**config.mk**
```make
export PLATFORM = sky130hd
export DESIGN_NAME = capclr_timer
export DESIGN_NICKNAME = d
export VERILOG_FILES = /design/src/rtl/capclr_pkg.sv /design/src/rtl/capclr_trig_edge.sv /design/src/rtl/capclr_count_unit.sv /design/src/rtl/capclr_out_ctrl.sv /design/src/rtl/capclr_timer.sv
export SDC_FILE = /design/constraint.sdc
export NUM_CORES = 1
export LEC_CHECK = 0
export BUFFER_PORTS_ARGS = -buffer_cell sky130_fd_sc_hd__buf_2
export CAP_MARGIN = 10
export CELL_PAD_IN_SITES_DETAIL_PLACEMENT = 1
export CELL_PAD_IN_SITES_GLOBAL_PLACEMENT = 1
export CORE_UTILIZATION = 40
export CTS_CLUSTER_SIZE = 8
export DETAILED_ROUTE_END_ITERATION = 7
export GPL_ROUTABILITY_DRIVEN = 1
export PLACE_DENSITY = 0.86
export SLEW_MARGIN = 10
export SYNTH_ARGS = -nofsm -noshare
export SYNTH_HDL_FRONTEND = slang
export SYNTH_SLANG_ARGS = --single-unit
```
**constraint.sdc**
```tcl
create_clock -name clk -period 1.9 [get_ports clk]
set_input_delay 0.19 -clock clk [delete_from_list [all_inputs] [get_ports clk]]
set_output_delay 0.19 -clock clk [all_outputs]
set_load 0.1 [all_outputs]
```
**src/rtl/capclr_pkg.sv**
```systemverilog
package capclr_pkg;

    typedef enum logic [1:0] {
        EDGE_NONE = 2'b00,
        EDGE_RISE = 2'b01,
        EDGE_FALL = 2'b10,
        EDGE_BOTH = 2'b11
    } edge_sel_e;

    localparam logic [1:0] MODE_RUN = 2'b01;

endpackage

```
**src/rtl/capclr_trig_edge.sv**
```systemverilog
module capclr_trig_edge #(
    parameter int STAGES = 2
) (
    input  logic       clk,
    input  logic       rst_n,
    input  logic       trig_in,
    input  logic [1:0] edge_sel,
    output logic       edge_hit
);
    import capclr_pkg::*;

    typedef struct packed {
        logic [STAGES-1:0] sync;
        logic              last;
    } st_t;

    st_t              st_d, st_q;
    logic [STAGES-1:0] shifted;

    generate
        if (STAGES == 1) begin : g_one
            assign shifted = trig_in;
        end else begin : g_many
            assign shifted = {st_q.sync[STAGES-2:0], trig_in};
        end
    endgenerate

    logic lvl, rise, fall;
    assign lvl  = st_q.sync[STAGES-1];
    assign rise = lvl & ~st_q.last;
    assign fall = ~lvl & st_q.last;

    always_comb begin
        st_d      = st_q;
        st_d.sync = shifted;
        st_d.last = lvl;
        case (edge_sel_e'(edge_sel))
            EDGE_RISE: edge_hit = rise;
            EDGE_FALL: edge_hit = fall;
            EDGE_BOTH: edge_hit = rise | fall;
            default:   edge_hit = 1'b0;
        endcase
    end

    always_ff @(posedge clk) begin
        if (!rst_n) st_q <= '0;
        else        st_q <= st_d;
    end

endmodule

```
**src/rtl/capclr_count_unit.sv**
```systemverilog
module capclr_count_unit #(
    parameter int CNT_W = 16
) (
    input  logic             clk,
    input  logic             rst_n,
    input  logic             run,
    input  logic             cnt_en,
    input  logic             edge_hit,
    input  logic             cmp_wr,
    input  logic [CNT_W-1:0] cmp_wdata,
    output logic [CNT_W-1:0] cnt,
    output logic [CNT_W-1:0] cap,
    output logic             match_hit,
    output logic             cap_hit
);
    localparam logic [CNT_W-1:0] ONE = CNT_W'(1);

    typedef struct packed {
        logic [CNT_W-1:0] cnt;
        logic [CNT_W-1:0] cap;
        logic [CNT_W-1:0] cmp;
    } st_t;

    st_t st_d, st_q;

    always_comb begin
        st_d      = st_q;
        match_hit = run & cnt_en & (st_q.cnt == st_q.cmp);
        cap_hit   = run & edge_hit;
        if (cap_hit) begin
            st_d.cap = st_q.cnt;
            st_d.cnt = '0;
        end else if (!run) begin
            st_d.cnt = '0;
        end else if (cnt_en) begin
            st_d.cnt = st_q.cnt + ONE;
        end
        if (cmp_wr) st_d.cmp = cmp_wdata;
    end

    always_ff @(posedge clk) begin
        if (!rst_n) st_q <= '0;
        else        st_q <= st_d;
    end

    assign cnt = st_q.cnt;
    assign cap = st_q.cap;

endmodule

```
**src/rtl/capclr_out_ctrl.sv**
```systemverilog
module capclr_out_ctrl (
    input  logic clk,
    input  logic rst_n,
    input  logic match_hit,
    input  logic cap_hit,
    input  logic init_wr,
    input  logic init_val,
    output logic cmp_irq,
    output logic cap_irq,
    output logic tog
);
    typedef struct packed {
        logic cmp_irq;
        logic cap_irq;
        logic tog;
    } st_t;

    st_t st_d, st_q;

    always_comb begin
        st_d         = st_q;
        st_d.cmp_irq = match_hit;
        st_d.cap_irq = cap_hit;
        if (init_wr)        st_d.tog = init_val;
        else if (match_hit) st_d.tog = ~st_q.tog;
    end

    always_ff @(posedge clk) begin
        if (!rst_n) st_q <= '0;
        else        st_q <= st_d;
    end

    assign cmp_irq = st_q.cmp_irq;
    assign cap_irq = st_q.cap_irq;
    assign tog     = st_q.tog;

endmodule

```
**src/rtl/capclr_timer.sv**
```systemverilog
module capclr_timer #(
    parameter int         CNT_W       = 16,
    parameter int         SYNC_STAGES = 2,
    parameter logic [1:0] RUN_CODE    = capclr_pkg::MODE_RUN
) (
    input  logic             clk,
    input  logic             rst_n,
    input  logic             cnt_en,
    input  logic             trig_in,
    input  logic [1:0]       edge_sel,
    input  logic [1:0]       mode_sel,
    input  logic             cmp_wr,
    input  logic [CNT_W-1:0] cmp_wdata,
    input  logic             out_init_wr,
    input  logic             out_init_val,
    output logic [CNT_W-1:0] cnt_value,
    output logic [CNT_W-1:0] cap_value,
    output logic             cap_irq,
    output logic             cmp_irq,
    output logic             tog_out
);
    logic run, edge_hit, match_hit, cap_hit;

    assign run = (mode_sel == RUN_CODE);

    capclr_trig_edge #(.STAGES(SYNC_STAGES)) u_edge (
        .clk      (clk),
        .rst_n    (rst_n),
        .trig_in  (trig_in),
        .edge_sel (edge_sel),
        .edge_hit (edge_hit)
    );

    capclr_count_unit #(.CNT_W(CNT_W)) u_count (
        .clk       (clk),
        .rst_n     (rst_n),
        .run       (run),
        .cnt_en    (cnt_en),
        .edge_hit  (edge_hit),
        .cmp_wr    (cmp_wr),
        .cmp_wdata (cmp_wdata),
        .cnt       (cnt_value),
        .cap       (cap_value),
        .match_hit (match_hit),
        .cap_hit   (cap_hit)
    );

    capclr_out_ctrl u_out (
        .clk       (clk),
        .rst_n     (rst_n),
        .match_hit (match_hit),
        .cap_hit   (cap_hit),
        .init_wr   (out_init_wr),
        .init_val  (out_init_val),
        .cmp_irq   (cmp_irq),
        .cap_irq   (cap_irq),
        .tog       (tog_out)
    );

endmodule

```
==> flow_summary_export.csv, run 1 <==
group,metric,value,unit
run_status,status,"complete, no violations",
floorplanning,die_height,80.1,um
power_and_ir_drop,p_switching,0.461,mW
logic_synthesis,muxShareOfSynthArea,6.98,%
floorplanning,rows,28,
power_and_ir_drop,combPwrFrac,8.5,%
placement,port-buffer-count,61,
timing,rsz0062_at_grt,"no",
layout,antenna_cells,0,
layout,fin_area,0.00267,mm^2
drt,final_antenna_net_count,0,
logic_synthesis,yosys_warnings,0,
floorplanning,die-area,0.00641,mm^2
logic_synthesis,ys_seq_area_share,44.4,%
timing,setup_violations,0,
setup_path,start_kind,"register",
placement,dp_cells,347,
drt,drt-pass1-iter-count,4,
logic_synthesis,synthAdderAreaFrac,1.54,%
timing,worst_pin_slew,496,ps
layout,drive_gt1_share,28.3,%
logic_synthesis,synth_edf_count,0,
floorplanning,start_util,41.4,%
layout,stdcell_count,354,
timing,clock.fmax,575,MHz
cts,cts-root-buf,"clkbuf_8",
placement,gp_congestion,0.723,
cts,cts_max_level,2,
flow_run,maxCapViolCount,0,
cts,cts_buffers,5,
power_and_ir_drop,p_leak,1.20,nW
global_route,grt.total_usage,16.7,%
cts,cts_tree,"built",
timing,report.final.slew_viol_count,0,
floorplanning,core-area,0.00589,mm^2
logic_synthesis,netlist_instances,250,
logic_synthesis,synth_top_area_share,44.4,%
layout,syn2layout_area_growth,9.34,%
logic_synthesis,synth-main-ff-cell,"dfxtp_1",
logic_synthesis,async_reset_ff_share,0,%
timing,period_share,91.5,%
logic_synthesis,synthSimpleGateAreaFrac,15.7,%
cts,postCtsSetupRepairBufs,0,
drt,drtIter0Drc,50,
setup_path,critPathKind,"reg -> reg",
logic_synthesis,synth_top_family_by_area,"simple AND/OR/NAND/NOR gates",
drt,viasPerCell,4.90,
setup_path,cp_data_arrival_time,1990,ps
power_and_ir_drop,ir_drop,0.332,mV
power_and_ir_drop,switching_share,23.8,%
logic_synthesis,synthTopCellsByCount,"dfxtp_1 (54), nor2_1 (35), buf_4 (32)",
logic_synthesis,synth_compound_area_share,7.49,%
global_route,grt_pass1_vias,1759,
power_and_ir_drop,power_frac_clock,30.9,%
logic_synthesis,syn_area,0.00244,mm^2
logic_synthesis,ys_types,30,
timing,fin_crit,1740,ps
logic_synthesis,syn_area_per_cell,9.75,um^2
logic_synthesis,synth-xor-area-share,11.1,%
global_route,grt_overflow,0,
drt,drcViolationCount,0,
global_route,grt_max_degree,19,
timing,finClkSkew,3.61,ps
logic_synthesis,synthesis.nets,280,
power_and_ir_drop,p_int,1.48,mW
logic_synthesis,yosysMostFrequentCell,"dfxtp_1",
logic_synthesis,yosys_register_bits,54,
setup_path,end_kind,"register",
setup_path,required,2150,ps
min_path,min_path_type,"in -> reg",
floorplanning,die_w,80.1,um
drt,avgRoutedWirePerCell,14.2,um
cts,clockBufferDepth,2,
cts,clkSinkCount,54,
drt,finalWirelength,5040,um
power_and_ir_drop,seqPwrFrac,60.7,%
power_and_ir_drop,cellPowerDensity,726,mW/mm^2
logic_synthesis,synth_area_leaders,"dfxtp_1 (44%), buf_4 (9.9%), xnor2_1 (8.6%), mux2i_1 (7.0%), a22o_1 (5.7%)",
placement,hpwl,3930,um
setup_path,cp_max_fo,17,
global_route,antenna_found_initial,0,
cts,path_clk_slew,90,ps
floorplanning,io_pins,62,
timing,setup_tns,0,ps
layout,nets,309,
placement,place_area,0.00258,mm^2
cts,insertion_delay,300,ps
timing,slew_headroom,67.1,%
drt,vias,1735,
global_route,grt_pass1_wl,8270,um
timing,hold_viol,0,
logic_synthesis,synth_area_leader_cell,"dfxtp_1",
layout,final_util,45.3,%
## final timing paths
path	from	endpoint	slack, ps	depth (start not counted)
worst max-delay path	u_edge.lvl$_SDFF_PN0_	u_count.cap[0]$_SDFFE_PN0P_	160	7
worst min-delay path	trig_in	u_edge.shifted[1]$_SDFF_PN0_	100	2
worst max register to register	u_edge.lvl$_SDFF_PN0_	u_count.cap[0]$_SDFFE_PN0P_	160	7
worst min register to register	u_edge.shifted[1]$_SDFF_PN0_	u_edge.lvl$_SDFF_PN0_	450	1
## worst max-delay path, cell delays in order (launching register included)
cell	delay, ps
dfxtp_1	350
inv_1	60
ha_1	300
nor2b_1	110
o21ai_1	90
o21ai_1	170
and3_2	430
a22o_1	180
## stage by stage
step | setup slack (ps) | hold slack (ps) | total power [mW]
after floorplan | 253 | 312 | 1.31
after global placement | 126 | 414 | 1.36
after detailed placement | 34.9 | 416 | 1.37
after CTS | 7.42 | 93.3 | 1.96
after global routing | 57.0 | 88.7 | 2.02
final | 161 | 101 | 1.94
## sequential cells by signal, indices dropped and copies added, names as in the netlist
name / count
u_edge.st_q: 1
u_count.cap: 16
u_count.cnt: 16
u_edge.lvl: 1
u_edge.shifted: 1
u_out.cmp_irq: 1
u_count.st_q: 16
u_out.cap_irq: 1
u_out.tog: 1
## metal layers
layer  up-vias  track usage [%]  wire [um]
li1        860                -          -
met1       827             21.2       2410
met2        43             28.0       2340
met3         5             3.52        211
met4         0             5.36         73
met5         -                0          0
## kinds of logic after synthesis
| family | Yosys count |
|---|---|
| compound gates | 22 |
| xor+xnor | 31 |
| fa+ha+maj | 3 |
| buf+inv | 48 |
| flops | 54 |
| mux | 17 |
| simple gates | 75 |
## area by class of cell
| class | instances | area (um^2) |
|---|---|---|
| clock buffer | 5 | 68.8 |
| clock inverter | 2 | 10.0 |
| fill | 694 | 3220 |
| inverter | 4 | 15.0 |
| multi-input combinational | 148 | 1050 |
| sequential | 54 | 1080 |
| tap | 75 | 93.8 |
| timing repair buffer | 66 | 343 |
## power by group through the flow
stage | registers, mW | clock network, mW | logic [mW]
3_5_place_dp | 1.20 | 0 | 0.165
4_1_cts | 1.18 | 0.624 | 0.166
3_3_place_gp | 1.20 | 0 | 0.159
2_1_floorplan | 1.21 | 0 | 0.101
6_report | 1.17 | 0.597 | 0.164
5_1_grt | 1.18 | 0.666 | 0.179
## timing repair
action                     4_1_cts  5_1_grt
hold buffers                     0        0
setup endpoints to repair        0       16
resized for setup                0        2
## cells in the final DEF, fill, tap and decap left out, types with 2 or more instances in the layout
master and n:
nand3_1 4, buf_4 5, nand4_1 5, ha_1 3, xor2_1 7, nand2_1 9
clkbuf_8 5, inv_1 3, mux2i_1 17, nor2b_1 3, and3_1 5, nor3_1 6
clkinv_2 2, dfxtp_1 54, xnor2_1 24, nor2_1 35, buf_2 61, a22o_1 16
o21ai_1 2, and2_1 2
Power figures use the tool's default switching activity.
==> run 2: changes to the inputs <==
SETUP_SLACK_MARGIN = 0.4   (was default)
==> run 2 against run 1 <==
Against the previous run: critical endpoint is now u_count.cap[14]$_SDFFE_PN0P_; power rose by 3.3%; critical path depth rose by 1; sequential share of layout area fell by 1.6 points; clock-buffer cell count did not move; worst setup slack improved by 160 ps; global-route usage rose by 2.3 points; sequential power barely moved; register-to-register slack improved by 160 ps; critical path type unchanged; largest power group unchanged; fmax rose by 9.8%; non-clock buffer count rose by 7; first-iteration DRC count rose by 110%; die area did not move.
==> flow_summary_export.csv, run 2 (same netlist as run 1, synthesis figures left out) <==
group,metric,value,unit
timing,worst_pin_slew,486,ps
cts,path_clk_slew,100,ps
setup_path,crit_family,"compound AO/OA/AOI/OAI gates",
timing,rsz0062_at_grt,"yes",
layout,nets,316,
timing,setup_violations,0,
layout,stdcell_count,362,
timing,hold_viol,0,
setup_path,crit_slowest_cell,"dfxtp_2",
placement,hpwl,4020,um
global_route,antenna_found_initial,0,
setup_path,path_depth,8,
power_and_ir_drop,p_int,1.50,mW
global_route,grt_pass1_wl,9290,um
min_path,min_path_type,"in -> reg",
timing,layout_setup_ws,316,ps
floorplanning,die-area,0.00641,mm^2
layout,antenna_cells,0,
timing,setup_tns,0,ps
power_and_ir_drop,switching_share,25.1,%
power_and_ir_drop,p_switching,0.503,mW
drt,vias,1783,
setup_path,critPathKind,"reg -> reg",
setup_path,cp_data_arrival_time,1790,ps
global_route,grt_overflow,0,
setup_path,start_kind,"register",
drt,viasPerCell,4.93,
timing,period_share,83.4,%
power_and_ir_drop,power_frac_clock,32.0,%
power_and_ir_drop,seqPwrFrac,58.7,%
timing,slew_headroom,67.6,%
flow_run,maxCapViolCount,0,
setup_path,cp_max_fo,5,
global_route,grt_pass1_vias,1816,
floorplanning,core-area,0.00589,mm^2
drt,drcViolationCount,0,
layout,seqCellArea,0.00111,mm^2
setup_path,end_kind,"register",
placement,post-place-ws,45.3,ps
cts,cts_buffers,5,
floorplanning,rows,28,
floorplanning,io_pins,62,
min_path,holdPathStages,2,
timing,fin_crit,1580,ps
floorplanning,die_w,80.1,um
drt,finalWirelength,5660,um
power_and_ir_drop,cellPowerDensity,703,mW/mm^2
layout,multi_input_area,0.00111,mm^2
cts,hold_buffers,0,
cts,clockBufferDepth,2,
cts,clkSinkCount,54,
timing,clock.fmax,631,MHz
power_and_ir_drop,combPwrFrac,9.2,%
timing,finClkSkew,9.59,ps
layout,fill_cells,700,
floorplanning,die_height,80.1,um
cts,cts_max_level,2,
power_and_ir_drop,ir_drop,0.249,mV
placement,port-buffer-count,61,
timing,report.final.slew_viol_count,0,
cts,cts_tree,"built",
drt,drt-pass1-iter-count,4,
setup_path,crit_top_cell,"o21ai_2",
layout,final_cell_mix,"buf_2 (59), dfxtp_1 (37), nor2_1 (35)",
setup_path,worstPathCellList,"inv_2 > ha_4 > nor2b_2 > o21ai_2 > o21ai_2 > and3_4 > buf_6 > a22o_1",
global_route,grt.total_usage,19.0,%
drt,final_antenna_net_count,0,
floorplanning,start_util,41.4,%
layout,drive_gt1_share,40.4,%
layout,layout_commonest_cell,"buf_2",
placement,gp_congestion,0.765,
drt,drtIter0Drc,105,
placement,dp_cells,348,
global_route,grt_max_degree,19,
setup_path,required,2110,ps
setup_path,critical_path.max_stage_delay,360,ps
cts,cts-root-buf,"clkbuf_8",
drt,avgRoutedWirePerCell,15.6,um
setup_path,reg2reg_depth,8,
power_and_ir_drop,p_leak,1.27,nW
run_status,status,"complete, no violations",
setup_path,cp_num_buf_inv,2,
layout,syn2layout_area_growth,16.7,%
cts,insertion_delay,310,ps
==> run 2: final cells by class <==
cell class / count / area share, %
tap: 75 / 3.30
inverter: 4 / 0.528
multi-input combinational: 148 / 39.1
clock inverter: 3 / 0.748
sequential: 54 / 38.9
clock buffer: 5 / 2.42
timing repair buffer: 73 / 15.0
==> run 2: power groups by stage <==
| stage | logic (mW) | clock network [mW] | registers (mW) |
|---|---|---|---|
| 2_1_floorplan | 0.102 | 0 | 1.21 |
| 3_3_place_gp | 0.158 | 0 | 1.20 |
| 3_5_place_dp | 0.166 | 0 | 1.20 |
| 4_1_cts | 0.182 | 0.662 | 1.18 |
| 5_1_grt | 0.202 | 0.697 | 1.18 |
| 6_report | 0.185 | 0.641 | 1.17 |
==> run 2: stage by stage <==
step           utilization, %  hold WS (ps)  power, mW  cell area [um^2]
4_1_cts                  47.5          78.3       2.02              2800
3_5_place_dp             44.0           411       1.37              2590
3_3_place_gp             44.0           401       1.36              2590
6_report                 48.3          81.5       2.00              2850
2_1_floorplan               -           312       1.31              2450
5_1_grt                  48.3          83.3       2.08              2850
==> run 2: metal layers <==
| metal | GRT usage [%] | wire length [um] | up-vias | share of wire, % |
|---|---|---|---|---|
| met3 | 2.84 | 198 | 6 | 3.5 |
| met2 | 30.9 | 2720 | 40 | 48 |
| met5 | 0 | 0 | - | 0 |
| li1 | - | - | 875 | - |
| met4 | 6.96 | 78 | 0 | 1.4 |
| met1 | 25.2 | 2660 | 862 | 47 |
==> run 2: final timing paths <==
kind	from	slack, ps	to
max	u_edge.lvl$_SDFF_PN0_	320	u_count.cap[14]$_SDFFE_PN0P_
min reg2reg	u_edge.shifted[1]$_SDFF_PN0_	460	u_edge.lvl$_SDFF_PN0_
min	trig_in	80	u_edge.shifted[1]$_SDFF_PN0_
max reg2reg	u_edge.lvl$_SDFF_PN0_	320	u_count.cap[14]$_SDFFE_PN0P_
==> run 2: what timing repair did <==
action / 4_1_cts / 5_1_grt
buffers inserted: 3 / 1
endpoints found under the setup margin: 30 / 35
pin swaps: 3 / 1
cloned: 2 / 0
gates resized for setup: 26 / 13
==> run 3: changes to the inputs <==
CORE_UTILIZATION = 36   (was 40)
PLACE_DENSITY = 0.83   (was 0.86)
clock period = 1.3 ns   (was 1.9 ns; I/O delays follow)
==> run 3 against run 2 <==
Against the previous run: the flow now finishes with violations (design-rule violations, negative setup slack); largest cell class is now non-clock buffers; combinational power up 86%; final cell count grew 14%; clock-buffer cell count is 1 higher; routed wire length up 24%; critical path type unchanged; clock skew grew 4.0 ps; register-to-register slack worse by 550 ps; clock power up 51%; sequential cell count unchanged; global-route usage up 1.5 points; highest routed layer unchanged; via count increased by 15%; fmax up 3.0%.
==> flow_summary_export.csv, run 3 (same netlist as run 1, synthesis figures left out) <==
group,metric,value,unit
flow_run,maxCapViolCount,0,
timing,worst_pin_slew,483,ps
floorplanning,die_w,84.3,um
floorplanning,rows,29,
floorplanning,die_height,84.3,um
layout,final_cell_mix,"buf_4 (39), buf_12 (37), nor2_1 (35)",
timing,finClkSkew,13.6,ps
placement,gp_congestion,0.787,
power_and_ir_drop,p_switching,0.787,mW
timing,rsz0062_at_grt,"yes",
cts,insertion_delay,320,ps
min_path,min_path_type,"in -> reg",
cts,cts_tree,"built",
timing,layout_setup_ws,-238,ps
floorplanning,io_pins,62,
cts,cts_buffers,5,
global_route,grt_max_degree,19,
timing,slew_headroom,67.8,%
drt,drcViolationCount,8,
power_and_ir_drop,power_frac_clock,32.2,%
layout,nets,363,
placement,post-place-ws,-561,ps
setup_path,critPathKind,"reg -> reg",
global_route,grt_pass1_vias,2137,
floorplanning,start_util,37.7,%
setup_path,required,1560,ps
timing,setup_violations,34,
power_and_ir_drop,switching_share,26.2,%
setup_path,cp_num_buf_inv,2,
drt,avgRoutedWirePerCell,17.1,um
power_and_ir_drop,ir_drop,0.565,mV
setup_path,cp_data_arrival_time,1790,ps
cts,clkSinkCount,54,
setup_path,crit_slowest_cell,"dfxtp_2",
power_and_ir_drop,cellPowerDensity,769,mW/mm^2
setup_path,start_kind,"register",
global_route,grt_pass1_wl,11300,um
cts,clockBufferDepth,2,
drt,final_antenna_net_count,0,
cts,path_clk_slew,100,ps
drt,viasPerCell,4.97,
timing,report.final.slew_viol_count,0,
setup_path,cp_max_fo,16,
layout,layout_commonest_cell,"buf_4",
run_status,status,"complete, but fails checks",
drt,drt-pass1-iter-count,6,
placement,hpwl,4800,um
timing,setup_tns,-6100,ps
setup_path,critical_path.max_stage_delay,350,ps
power_and_ir_drop,p_int,2.22,mW
cts,cts-root-buf,"clkbuf_8",
floorplanning,die-area,0.00710,mm^2
global_route,grt_overflow,0,
layout,drive_gt1_share,57.2,%
placement,port-buffer-count,61,
power_and_ir_drop,combPwrFrac,11.4,%
timing,period_share,118,%
power_and_ir_drop,seqPwrFrac,56.4,%
setup_path,crit_family,"compound AO/OA/AOI/OAI gates",
setup_path,worstPathCellList,"inv_2 > ha_4 > nor2b_4 > o21ai_4 > o21ai_4 > a21oi_4 > buf_12 > a22o_1",
cts,cts_max_level,2,
drt,finalWirelength,7030,um
timing,clock.fmax,650,MHz
global_route,antenna_found_initial,0,
timing,fin_crit,1540,ps
setup_path,end_kind,"register",
drt,vias,2042,
global_route,grt.total_usage,20.5,%
timing,hold_viol,0,
layout,syn2layout_area_growth,60.5,%
floorplanning,core-area,0.00646,mm^2
setup_path,crit_top_cell,"o21ai_4",
drt,drtIter0Drc,92,
power_and_ir_drop,p_leak,1.65,nW
layout,antenna_cells,0,
run_status,violations,"design-rule violations, negative setup slack",
==> run 3: changes by cell type in the layout (fill, tap and decap cells not counted), sizes merged <==
cell,before,now
buf,72,119
clkinv,3,1
and3,6,7
inv,3,4
==> run 3: stage by stage <==
stage / hold WS [ps] / instance area [um^2] / instances / util [%] / total power [mW]
3_5_place_dp: 342 / 3130 / 382 / 48.5 / 2.05
2_1_floorplan: 251 / 2540 / 250 / - / 1.93
5_1_grt: 14.8 / 3910 / 411 / 60.6 / 3.12
4_1_cts: 13.5 / 3790 / 400 / 58.7 / 3.01
6_report: 12.4 / 3910 / 411 / 60.6 / 3.01
3_3_place_gp: 344 / 3130 / 382 / 48.5 / 2.03
==> run 3: layout make-up <==
class / instances / area, um^2
timing repair buffer: 119 / 1360
tap: 77 / 96.3
fill: 667 / 2550
multi-input combinational: 149 / 1190
clock buffer: 6 / 72.6
sequential: 54 / 1170
clock inverter: 2 / 16.3
inverter: 4 / 15.0
==> run 3: worst register-to-register path: cells and delay by family (launching register included) <==
| kind | cells | cell delay (ps) |
|---|---|---|
| fa+ha+maj | 1 | 270 |
| flops | 1 | 350 |
| compound gates | 4 | 610 |
| simple gates | 1 | 40 |
| buf+inv | 2 | 200 |
==> run 3: timing repair <==
action / 4_1_cts / 5_1_grt
setup buffers: 9 / 11
cloned: 1 / 0
pin swaps: 7 / 5
endpoints found under the setup margin: 70 / 70
hold buffers: 0 / 0
resized for setup: 140 / 13
==> run 3: power by group through the flow <==
| stage | sequential [mW] | clock, mW | combinational (mW) |
|---|---|---|---|
| 2_1_floorplan | 1.77 | 0 | 0.157 |
| 5_1_grt | 1.70 | 1.05 | 0.371 |
| 3_3_place_gp | 1.75 | 0 | 0.277 |
| 3_5_place_dp | 1.76 | 0 | 0.290 |
| 6_report | 1.70 | 0.968 | 0.344 |
| 4_1_cts | 1.70 | 0.966 | 0.337 |
==> run 3: metal layers <==
layer	track usage [%]	vias to the layer above	wire length, um
met5	0	-	0
met4	5.64	0	102
met3	3.05	8	218
met2	38.2	56	3730
met1	24.4	999	2980
li1	-	979	-
==> run 3: worst paths after layout <==
path,end,startpoint,depth (start not counted),slack [ps]
setup / recovery,u_count.cap[15]$_SDFFE_PN0P_,u_edge.lvl$_SDFF_PN0_,8,-240
hold / removal,u_edge.shifted[1]$_SDFF_PN0_,trig_in,2,10
setup reg to reg,u_count.cap[15]$_SDFFE_PN0P_,u_edge.lvl$_SDFF_PN0_,8,-240
hold reg to reg,u_edge.lvl$_SDFF_PN0_,u_edge.shifted[1]$_SDFF_PN0_,1,460
